==> src/rtl/radio_seq_pkg.sv <==
`timescale 1ns/1ps
package radio_seq_pkg;
  localparam int ADDR_W = 7;
  localparam int DATA_W = 8;
  localparam int PC_W   = 6;

  localparam logic [ADDR_W-1:0] REG_MAIN   = 7'h00;
  localparam logic [ADDR_W-1:0] REG_IFACE  = 7'h01;
  localparam logic [ADDR_W-1:0] REG_PA     = 7'h02;
  localparam logic [ADDR_W-1:0] REG_ANALOG = 7'h03;
  localparam logic [ADDR_W-1:0] REG_CAL    = 7'h04;
  localparam logic [ADDR_W-1:0] REG_STATUS = 7'h05;

  typedef enum logic [2:0] {
    CMD_NONE, CMD_PDOWN, CMD_RESET, CMD_WAKE_RX,
    CMD_SETUP_RX, CMD_WAKE_TX, CMD_SETUP_TX, CMD_CAL
  } cmd_e;

  typedef enum logic [1:0] {RES_NONE, RES_LOCK, RES_RECAL, RES_FAIL} res_e;

  typedef enum logic [2:0] {
    K_WR, K_WAIT_L, K_WAIT_S, K_POLL_CAL,
    K_POLL_LOCK, K_POLL_LOCK_CAL, K_FINAL, K_END
  } kind_e;

  typedef enum logic [1:0] {SRC_K, SRC_AN, SRC_PA} src_e;

  typedef struct packed {
    kind_e             kind;
    logic [ADDR_W-1:0] addr;
    src_e              src;
    logic [DATA_W-1:0] data;
  } step_t;

  // script entry points
  localparam logic [PC_W-1:0] PC_PDOWN    = 6'd0;
  localparam logic [PC_W-1:0] PC_RESET    = 6'd3;
  localparam logic [PC_W-1:0] PC_WAKE_RX  = 6'd6;
  localparam logic [PC_W-1:0] PC_WAKE_TX  = 6'd13;
  localparam logic [PC_W-1:0] PC_SETUP_RX = 6'd21;
  localparam logic [PC_W-1:0] PC_SETUP_TX = 6'd28;
  localparam logic [PC_W-1:0] PC_CAL      = 6'd35;
endpackage

==> src/rtl/radio_seq_rom.sv <==
`timescale 1ns/1ps
module radio_seq_rom
  import radio_seq_pkg::*;
(
  input  logic [PC_W-1:0] pc_i,
  input  logic [2:0]      cmd_i,
  output step_t           step_o,
  output logic [PC_W-1:0] start_pc_o
);
  function automatic step_t wr(input logic [ADDR_W-1:0] a, input logic [DATA_W-1:0] d);
    return '{kind: K_WR, addr: a, src: SRC_K, data: d};
  endfunction

  function automatic step_t op(input kind_e k);
    return '{kind: k, addr: REG_STATUS, src: SRC_K, data: '0};
  endfunction

  localparam step_t WR_AN = '{kind: K_WR, addr: REG_ANALOG, src: SRC_AN, data: '0};
  localparam step_t WR_PA = '{kind: K_WR, addr: REG_PA,     src: SRC_PA, data: '0};

  always_comb begin
    unique case (cmd_i)
      3'(CMD_PDOWN):    start_pc_o = PC_PDOWN;
      3'(CMD_RESET):    start_pc_o = PC_RESET;
      3'(CMD_WAKE_RX):  start_pc_o = PC_WAKE_RX;
      3'(CMD_SETUP_RX): start_pc_o = PC_SETUP_RX;
      3'(CMD_WAKE_TX):  start_pc_o = PC_WAKE_TX;
      3'(CMD_SETUP_TX): start_pc_o = PC_SETUP_TX;
      3'(CMD_CAL):      start_pc_o = PC_CAL;
      default:          start_pc_o = PC_PDOWN;
    endcase
  end

  always_comb begin
    unique case (pc_i)
      // power-down
      6'd0:  step_o = wr(REG_MAIN, 8'h1F);
      6'd1:  step_o = wr(REG_PA, 8'h00);
      // reset pulse
      6'd3:  step_o = wr(REG_MAIN, 8'h0E);
      6'd4:  step_o = wr(REG_MAIN, 8'h1F);
      // receive wake
      6'd6:  step_o = wr(REG_MAIN, 8'h1B);
      6'd7:  step_o = WR_AN;
      6'd8:  step_o = op(K_WAIT_L);
      6'd9:  step_o = wr(REG_MAIN, 8'h19);
      6'd10: step_o = op(K_WAIT_S);
      6'd11: step_o = wr(REG_MAIN, 8'h11);
      // transmit wake
      6'd13: step_o = wr(REG_MAIN, 8'hDB);
      6'd14: step_o = WR_AN;
      6'd15: step_o = op(K_WAIT_L);
      6'd16: step_o = wr(REG_MAIN, 8'hD9);
      6'd17: step_o = op(K_WAIT_S);
      6'd18: step_o = op(K_WAIT_S);
      6'd19: step_o = wr(REG_MAIN, 8'hD1);
      // receive setup
      6'd21: step_o = wr(REG_MAIN, 8'h11);
      6'd22: step_o = WR_AN;
      6'd23: step_o = op(K_WAIT_S);
      6'd24: step_o = op(K_POLL_LOCK);
      6'd25: step_o = wr(REG_MAIN, 8'h01);
      6'd26: step_o = wr(REG_IFACE, 8'h02);
      // transmit setup
      6'd28: step_o = WR_AN;
      6'd29: step_o = wr(REG_MAIN, 8'hC1);
      6'd30: step_o = op(K_WAIT_S);
      6'd31: step_o = op(K_POLL_LOCK);
      6'd32: step_o = WR_PA;
      6'd33: step_o = wr(REG_IFACE, 8'h01);
      // calibration, also entered as a subroutine
      6'd35: step_o = wr(REG_PA, 8'h00);
      6'd36: step_o = wr(REG_CAL, 8'hB5);
      6'd37: step_o = op(K_WAIT_L);
      6'd38: step_o = op(K_POLL_CAL);
      6'd39: step_o = op(K_WAIT_S);
      6'd40: step_o = op(K_POLL_LOCK_CAL);
      6'd41: step_o = WR_PA;
      6'd42: step_o = op(K_FINAL);
      default: step_o = op(K_END);
    endcase
  end
endmodule

==> src/rtl/radio_seq_cnt.sv <==
`timescale 1ns/1ps
module radio_seq_cnt #(
  parameter int W = 4
) (
  input  logic         clk_i,
  input  logic         rst_ni,
  input  logic         clr_i,
  input  logic         inc_i,
  output logic [W-1:0] cnt_o
);
  always_ff @(posedge clk_i or negedge rst_ni) begin
    if (!rst_ni)    cnt_o <= '0;
    else if (clr_i) cnt_o <= '0;
    else if (inc_i) cnt_o <= cnt_o + W'(1);
  end
endmodule

==> src/rtl/radio_mode_seq.sv <==
`timescale 1ns/1ps
module radio_mode_seq
  import radio_seq_pkg::*;
#(
  parameter int LONG_WAIT    = 12,
  parameter int SHORT_WAIT   = 4,
  parameter int LOCK_TIMEOUT = 5,
  parameter int LOCK_BIT     = 4,
  parameter int CAL_BIT      = 7
) (
  input  logic              clk_i,
  input  logic              rst_ni,
  input  logic              cmd_valid_i,
  input  logic [2:0]        cmd_i,
  input  logic [DATA_W-1:0] analog_i,
  input  logic [DATA_W-1:0] pa_i,
  output logic              req_o,
  output logic              req_we_o,
  output logic [ADDR_W-1:0] req_addr_o,
  output logic [DATA_W-1:0] req_wdata_o,
  input  logic              ack_i,
  input  logic [DATA_W-1:0] rdata_i,
  output logic              busy_o,
  output logic              done_o,
  output logic [1:0]        result_o
);
  localparam int WAIT_W = $clog2(LONG_WAIT + 1);
  localparam int POLL_W = $clog2(LOCK_TIMEOUT + 1);

  logic              busy_q, done_q, recal_q, fin_lock_q;
  logic [PC_W-1:0]   pc_q, ret_pc_q, start_pc;
  logic [2:0]        cmd_q;
  logic [DATA_W-1:0] an_q, pa_q;
  res_e              res_q, result_q;
  step_t             step;
  logic [WAIT_W-1:0] wait_cnt;
  logic [POLL_W-1:0] poll_cnt;
  logic              accept, adv, jmp_cal, ret, fin, wait_hit, poll_last;
  logic              lock_bit, is_wait, is_poll, step_chg;
  logic              unused_rd;

  assign unused_rd = ^rdata_i;

  radio_seq_rom u_rom (
    .pc_i      (pc_q),
    .cmd_i     (cmd_i),
    .step_o    (step),
    .start_pc_o(start_pc)
  );

  assign is_wait  = step.kind inside {K_WAIT_L, K_WAIT_S};
  assign is_poll  = step.kind inside {K_POLL_LOCK, K_POLL_LOCK_CAL};
  assign step_chg = !busy_q || adv || jmp_cal || ret;

  radio_seq_cnt #(.W(WAIT_W)) u_wait (
    .clk_i(clk_i), .rst_ni(rst_ni), .clr_i(step_chg),
    .inc_i(busy_q && is_wait), .cnt_o(wait_cnt)
  );

  radio_seq_cnt #(.W(POLL_W)) u_poll (
    .clk_i(clk_i), .rst_ni(rst_ni), .clr_i(step_chg),
    .inc_i(busy_q && is_poll && ack_i), .cnt_o(poll_cnt)
  );

  assign lock_bit  = rdata_i[LOCK_BIT];
  assign poll_last = poll_cnt == POLL_W'(LOCK_TIMEOUT - 1);
  assign wait_hit  = (step.kind == K_WAIT_L) ? (wait_cnt == WAIT_W'(LONG_WAIT - 1))
                                             : (wait_cnt == WAIT_W'(SHORT_WAIT - 1));
  assign accept    = !busy_q && cmd_valid_i && (cmd_i != 3'(CMD_NONE));

  always_comb begin
    adv = 1'b0; jmp_cal = 1'b0; ret = 1'b0; fin = 1'b0;
    if (busy_q) begin
      unique case (step.kind)
        K_WR, K_FINAL:    adv = ack_i;
        K_WAIT_L, K_WAIT_S: adv = wait_hit;
        K_POLL_CAL:       adv = ack_i && rdata_i[CAL_BIT];
        K_POLL_LOCK: begin
          adv     = ack_i && lock_bit;
          jmp_cal = ack_i && !lock_bit && poll_last;
        end
        K_POLL_LOCK_CAL:  adv = ack_i && (lock_bit || poll_last);
        K_END: begin
          ret = recal_q;
          fin = !recal_q;
        end
        default: ;
      endcase
    end
  end

  always_ff @(posedge clk_i or negedge rst_ni) begin
    if (!rst_ni) begin
      busy_q <= 1'b0; done_q <= 1'b0; recal_q <= 1'b0; fin_lock_q <= 1'b0;
      pc_q <= '0; ret_pc_q <= '0; cmd_q <= '0; an_q <= '0; pa_q <= '0;
      res_q <= RES_NONE; result_q <= RES_NONE;
    end else begin
      done_q <= 1'b0;
      if (accept) begin
        busy_q     <= 1'b1;
        pc_q       <= start_pc;
        cmd_q      <= cmd_i;
        an_q       <= analog_i;
        pa_q       <= pa_i;
        recal_q    <= 1'b0;
        fin_lock_q <= 1'b0;
        res_q      <= RES_NONE;
      end else if (busy_q) begin
        if (jmp_cal) begin
          recal_q  <= 1'b1;
          ret_pc_q <= pc_q + PC_W'(1);
          pc_q     <= PC_CAL;
        end else if (adv) begin
          pc_q <= pc_q + PC_W'(1);
        end
        if (step.kind == K_POLL_LOCK && adv) res_q <= RES_LOCK;
        if (step.kind == K_FINAL && ack_i) fin_lock_q <= lock_bit;
        if (ret) begin
          recal_q <= 1'b0;
          pc_q    <= ret_pc_q;
          res_q   <= fin_lock_q ? RES_RECAL : RES_FAIL;
        end
        if (fin) begin
          busy_q   <= 1'b0;
          done_q   <= 1'b1;
          result_q <= (cmd_q == 3'(CMD_CAL)) ? (fin_lock_q ? RES_LOCK : RES_FAIL) : res_q;
        end
      end
    end
  end

  assign req_o       = busy_q && (step.kind inside {K_WR, K_POLL_CAL, K_POLL_LOCK,
                                                    K_POLL_LOCK_CAL, K_FINAL});
  assign req_we_o    = step.kind == K_WR;
  assign req_addr_o  = step.addr;
  assign req_wdata_o = (step.src == SRC_AN) ? an_q :
                       (step.src == SRC_PA) ? pa_q : step.data;
  assign busy_o      = busy_q;
  assign done_o      = done_q;
  assign result_o    = result_q;
endmodule

==> config.mk <==
export PLATFORM = sky130hd
export DESIGN_NAME = radio_mode_seq
export DESIGN_NICKNAME = d
export VERILOG_FILES = /design/src/rtl/radio_seq_pkg.sv /design/src/rtl/radio_seq_rom.sv /design/src/rtl/radio_seq_cnt.sv /design/src/rtl/radio_mode_seq.sv
export SDC_FILE = /design/constraint.sdc
export NUM_CORES = 1
export LEC_CHECK = 0
export BUFFER_PORTS_ARGS = -buffer_cell sky130_fd_sc_hd__buf_2
export CORE_MARGIN = 3
export CORE_UTILIZATION = 28
export CTS_CLUSTER_SIZE = 16
export DETAILED_ROUTE_END_ITERATION = 6
export PLACE_DENSITY = 0.54
export SYNTH_ARGS = -nofsm -noshare
export SYNTH_HDL_FRONTEND = slang
export SYNTH_SLANG_ARGS = --single-unit
==> constraint.sdc <==
create_clock -name clk_i -period 3.6 [get_ports clk_i]
set_input_delay 0.18 -clock clk_i [delete_from_list [all_inputs] [get_ports clk_i]]
set_output_delay 0.18 -clock clk_i [all_outputs]
set_load 0.01 [all_outputs]
## Word level (Yosys, flattened, before mapping)

Memories as Yosys holds them, arrays and structs flattened.
Index checks and enable logic that the tools add are counted.

- $add $sub $neg: 3
- Equality and inequality tests: 19
- Mux-type cells: 41
- Bitwise gates (word level): 1
- Reduce and logical (&&, ||, !) cells: 40

Operators with widths:

| kind | number |
|---|---|
| 6-bit case mux with 6 select lines | 1 |
| 3-bit equality test, second input constant | 10 |
| 6-bit 2-to-1 mux | 5 |
| 1-bit 2-to-1 mux | 22 |
| 8-bit 2-to-1 mux | 2 |
| 1-bit logical AND | 13 |
| 3-bit by 2-bit equality test with 1-bit output, second input constant | 4 |
| 2-bit 2-to-1 mux | 6 |
| 2-bit nonzero test | 6 |
| 3-bit nonzero test | 3 |
| 4-bit 2-to-1 mux | 2 |
| 2-bit AND reduction | 4 |
| 6-bit by 1-bit adder with 6-bit output, second input constant | 1 |
| 3-bit 2-to-1 mux | 2 |
| 3-bit AND reduction | 2 |
| 1-bit case mux with 5 select lines | 1 |
| 5-bit nonzero test | 1 |
| 4-bit by 1-bit adder with 4-bit output, second input constant | 1 |
| 4-bit by 2-bit equality test with 1-bit output, second input constant | 1 |
| 4-bit equality test, second input constant | 1 |
| 1-bit logical OR | 4 |
| 4-bit nonzero test | 1 |
| 2-bit OR reduction | 2 |
| 3-bit by 1-bit adder with 3-bit output, second input constant | 1 |
| other kinds (6) | 8 |

- Bits in registers: 46
- Bits in read-only memories: 1,024
- Input bits: 31
- Output and inout port bits: 21
- Word-level logic and storage cells: 118
- Memories kept: 1

Memories:

| name | words | bits a word | read ports | clocked after memory_dff | write ports | line | text |
|---|---|---|---|---|---|---|---|
| (name not given) | 64 | 16 | 1 | 0 | 0 | radio_seq_rom.sv:35 | `unique case (pc_i)` |

## Depth between registers and ports, before layout

- Depth after elaboration: 10
- Mapped depth: 13
- Depth with buffers taken out: 9

## Modules after synthesis

From an unflattened synthesis, not the netlist that was laid out.

- Cells, all modules: 424
- Area total of the unflattened synthesis: 3,554.7 sq um

By module, submodules not included:

| module | times used | cells an instance | area an instance (sq um) | seq. area each (sq um) |
|---|---|---|---|---|
| radio_mode_seq | 1 | 244 | 2,208.4 | 975.9 |
| radio_seq_rom | 1 | 153 | 1,017.2 | 0.0 |
| radio_seq_cnt at u_wait | 1 | 16 | 192.7 | 100.1 |
| radio_seq_cnt at u_poll | 1 | 11 | 136.4 | 75.1 |

## Worst setup path after synthesis

No wires, ideal clock.

- Kind: reg-to-reg
- Start: register pc_q[0]
- End: register pc_q[0]
- Setup time: 0.126 ns
- Arrival time: 2.824 ns
- Data required time: 3.474 ns
- Path slack: 0.650 ns
- Cell stages (with the launch flop): 12
- Buffers on the path: 2
- Period minus slack after synthesis: 2.950 ns
- Cells stage by stage: dfrtp_1 > clkbuf_1 > inv_1 > ha_1 > mux2_4 > a2111o_1 > and4_1 > buf_6 > nand4_4 > a211oi_2 > or3_4 > o311a_1

- Longest elaborated chain between the ends: 8
- Elaborated cells on any way between the ends: 26
- Those cells by class: add/sub (1); eq/ne (7); mux (12); reduce/logical (5); memory (1)

Ends and longest elaborated chain:

| element | line | text |
|---|---|---|
| start, declared | radio_mode_seq.sv:31 | `logic [PC_W-1:0] pc_q, ret_pc_q, start_pc;` |
| start signal, assigned | radio_mode_seq.sv:101 | `pc_q <= start_pc;` |
| start signal, assigned | radio_mode_seq.sv:114 | `pc_q <= pc_q + PC_W'(1);` |
| start signal, assigned | radio_mode_seq.sv:120 | `pc_q <= ret_pc_q;` |
| branches (longest 8 deep; another with memory 64 x 16 bit) | n/a |  |

Parallel ways; which one is timed is not known. The select of a mux whose other input is x is not followed.
A chain may end at the register's enable or synchronous reset.

## Worst setup path after layout

- Start: register pc_q[0]
- End: register u_wait.cnt_o[1]

- Longest elaborated chain between the ends: 9
- Elaborated cells on any way between the ends: 25
- Those cells by class: eq/ne (7); mux (8); reduce/logical (9); memory (1)

Ends and longest elaborated chain:

| element | line | text |
|---|---|---|
| memory 64 x 16 bit * | n/a |  |
| 3-bit by 1-bit equality test with 1-bit output (tied with other cells) | radio_mode_seq.sv:51, radio_mode_seq.sv:67, radio_mode_seq.sv:74 |  |
| 1-bit 2-to-1 mux / 2-bit OR reduction (equally long branches) | radio_mode_seq.sv:67, radio_mode_seq.sv:74 |  |
| 1-bit case mux with 5 select lines | radio_mode_seq.sv:74 | `unique case (step.kind)` |
| 1-bit 2-to-1 mux | radio_mode_seq.sv:73 | `if (busy_q) begin` |
| 1-bit logical OR (3 in a row) | radio_mode_seq.sv:53 | `assign step_chg = !busy_q \|\| adv \|\| jmp_cal \|\| ret;` |
| 4-bit 2-to-1 mux / 2-bit nonzero test (equally long branches) | n/a |  |
| end signal, assigned | radio_seq_cnt.sv:14 | `else if (inc_i) cnt_o <= cnt_o + W'(1);` |
| end, declared | radio_seq_cnt.sv:9 | `output logic [W-1:0] cnt_o` |

Every way passes the cells marked *; elsewhere a longest branch is shown, timed or not.

==> flow_metrics.py <==
metrics = {
    "status": {
        "status": "complete, no violations",
    },
    "pwr": {
        "clock_power_share_pct": 15.6,
        "vdd_drop_max_uv": 269.3,
        "sequentialPowerShare_pct": 24.5,
        "combPwrFrac_pct": 59.8,
        "p_int_mw": 1.776,
        "switching_share_pct": 46.77,
        "finalPower_mw": 3.337,
        "switchingPower_mw": 1.561,
        "power_leakage_nw": 1.746,
        "powerDensity_nw_per_um2": 834.0,
    },
    "cts": {
        "insertion_delay_ns": 0.29,
        "cts_setup_buffers": 0,
        "root_buffer": "clkbuf_16",
        "cts_tree": "yes",
        "cts.sinks": 46,
        "cts_buffers": 5,
        "cts_max_level": 2,
        "clockBufferDepth": 2,
        "cts.clk_slew.worst_paths_ns": 0.06,
    },
    "logic_synthesis": {
        "syn_area_sq_um": 3461,
        "synthDistinctLibCells": 72,
        "yosys_register_bits": 46,
        "synth.avg_cell_area_sq_um": 8.067,
        "yosys_warnings": 0,
        "synth-edff-count": 0,
        "yosysSeqAreaShare_pct": 33.26,
        "synthFlopType": "dfrtp_1",
        "synthesis.instances": 429,
        "async_flop_share_pct": 100.0,
    },
    "worst_setup_path": {
        "critPathArrivalTime_ns": 3.47,
        "required_ns": 3.81,
        "crit_fanout": 9,
        "start_kind": "register",
        "path_class": "reg -> reg",
        "end_kind": "register",
        "reg2reg_from": "pc_q[0]",
        "cp-startpoint": "pc_q[0]",
    },
    "route": {
        "via_count": 3319,
        "postRouteAntennaNets": 0,
        "dr.first_iter.drc_count": 211,
        "routedWlPerCell_um": 15.45,
        "wirelength_um": 9703,
        "first_pass_iters": 5,
        "remaining_drc_errors": 0,
        "via_per_inst": 5.285,
    },
    "finish": {
        "layoutNonFillerInstCount": 628,
        "final_nets": 505,
        "drive_above_1_share_pct": 17.89,
        "final_util_pct": 34.02,
        "fin_area_sq_um": 4001,
        "diodes": 0,
        "area_delta_synth_final_pct": 15.62,
    },
    "floorplan": {
        "core-area_sq_um": 11760,
        "start_util_pct": 29.43,
        "dieHeight_um": 117.2,
        "dieArea_sq_um": 13730,
        "rows": 39,
        "die_w_um": 117.2,
        "io_pins": 52,
    },
    "timing": {
        "slew_viol_final": 0,
        "post-route-period-util_pct": 90.53,
        "setup_viol": 0,
        "hold_slack_ns": 0.07950,
        "fin_crit_ns": 3.259,
        "setup_ws_ns": 0.3408,
        "slew_headroom_pct": 42.68,
        "clock.fmax_ghz": 0.3068,
        "fin_tns_setup_ns": 0,
        "rsz0062_at_grt": "no",
        "skew_ns": 0.003869,
        "hold_viol": 0,
        "worst_pin_slew_ns": 0.8585,
    },
    "grt": {
        "grt_util_all_layers_pct": 14.70,
        "grt_pass1_wl_um": 16100,
        "grt-ovfl-total": 0,
        "grt_pass1_vias": 3263,
        "antenna_found_initial": 0,
        "grt_max_degree": 27,
    },
    "run": {
        "maxCapViolations": 0,
    },
    "place": {
        "gp_congestion": 0.8543,
        "numPortBuffers": 41,
        "dp_slack_ns": 0.4406,
        "dp_cells": 619,
        "dpl_cell_area_sq_um": 3829,
        "dp.final_hpwl_um": 7246,
    },
    "min_path": {
        "min-delay-start": "analog_i[7]",
        "min_path_type": "in -> reg",
    },
}
## sequential cells by signal, indices dropped and copies added, names as in the netlist, 2 cells and up
signal and flops:
pa_q 8, u_wait.cnt_o 4, u_poll.cnt_o 3, pc_q 6, result_o 2, ret_pc_q 6
res_q 2, cmd_q 3, an_q 8
## final timing paths
path                       cells past startpoint               to  slack, ns
max in group asynchronous                      3         res_q[0]       2.47
min reg2reg                                    2          pa_q[4]       0.48
min                                            3          an_q[7]       0.08
min in group asynchronous                      2          an_q[7]       0.39
max reg2reg                                    9  u_wait.cnt_o[1]       0.34
max                                            9  u_wait.cnt_o[1]       0.34
## cells in the final DEF, fill, tap and decap left out, drive strengths merged, types with 4 or more instances in the layout
master / netlist / final
o311ai: 6 / 6
nand4: 6 / 6
a311oi: 5 / 5
o21ai: 29 / 29
a211oi: 11 / 11
clkbuf: 15 / 7
inv: 13 / 13
dfrtp: 46 / 46
o311a: 4 / 4
nand2: 92 / 92
ha: 11 / 11
xnor2: 9 / 9
nor3: 15 / 15
nor2: 25 / 25
conb: 1 / 4
nor2b: 9 / 9
nand2b: 9 / 9
a21oi: 20 / 20
nand3: 13 / 13
a31oi: 7 / 7
buf: 18 / 56
or3: 5 / 5
## cells by family after synthesis
group	count (synthesis)	synth area share, %
AND/OR/NAND/NOR	189	26.97
AO/OA/AOI/OAI	120	25.09
buffers and inverters	47	6.471
flip-flops	46	33.26
adder cells (fa/ha/maj)	11	3.977
XOR/XNOR	11	2.784
multiplexers	4	1.338
other	1	0.1084
## critical path, cell delays in order, from the launching register on
cell and delay (ns):
dfrtp_1 0.41, inv_1 0.12, ha_1 0.50, nand2b_1 0.23, nand4_1 0.18, and4_1 0.45, nand3_1 0.26, o211a_1 0.26
or3_1 0.54, nor3_2 0.23
## cell usage after synthesis, types with 3 or more instances
cell type / n / area [sq um]
inv_1: 12 / 45.04
a211oi_2: 3 / 37.54
o21ai_1: 6 / 30.03
nand4_1: 5 / 31.28
a31oi_1: 7 / 43.79
o311ai_0: 4 / 35.03
a211oi_1: 8 / 60.06
ha_1: 11 / 137.6
nand2_1: 92 / 345.3
xnor2_1: 9 / 78.83
and2_1: 3 / 18.77
nor2_1: 24 / 90.09
buf_4: 6 / 45.04
nor2b_1: 9 / 56.30
a311oi_1: 5 / 43.79
nand3b_1: 3 / 22.52
dfrtp_1: 46 / 1151
o21a_1: 3 / 22.52
nor3_1: 8 / 40.04
o21ai_0: 23 / 115.1
nor3_2: 7 / 70.07
nand2b_1: 9 / 56.30
nand3_1: 13 / 65.06
o311a_1: 4 / 40.04
a21oi_1: 20 / 100.1
clkbuf_1: 15 / 56.30
buf_2: 8 / 40.04
a221o_1: 3 / 30.03
or3_1: 4 / 25.02
## power by group through the flow
stage	sequential, mW	clock, mW	combinational, mW
3_3_place_gp	0.822	0	1.97
2_1_floorplan	0.772	0	1.47
5_1_grt	0.847	0.551	2.24
3_5_place_dp	0.826	0	1.99
6_report	0.819	0.521	2.00
4_1_cts	0.817	0.535	2.00
## layout make-up
| type | count | area, sq um |
|---|---|---|
| fillers | 1246 | 7759 |
| multi-input cells | 339 | 2102 |
| flip-flops and latches | 46 | 1151 |
| repair buffers | 57 | 327.8 |
| well taps | 164 | 205.2 |
| clock buffers | 7 | 132.6 |
| inverters | 14 | 52.55 |
| clock inverters | 1 | 30.03 |
## layer usage
layer	wire (um)	up-vias	track usage, %
li1	-	1617	-
met5	0	-	0
met2	4449	112	23.38
met1	4657	1573	20.87
met4	134	0	4.205
met3	461	17	2.005
## timing repair
item | in CTS | in global routing
resized for setup | 0 | 0
hold buffers | 1 | 0
endpoints found under the hold margin | 20 | 0
Note: power is estimated with default switching activity, not from simulation.
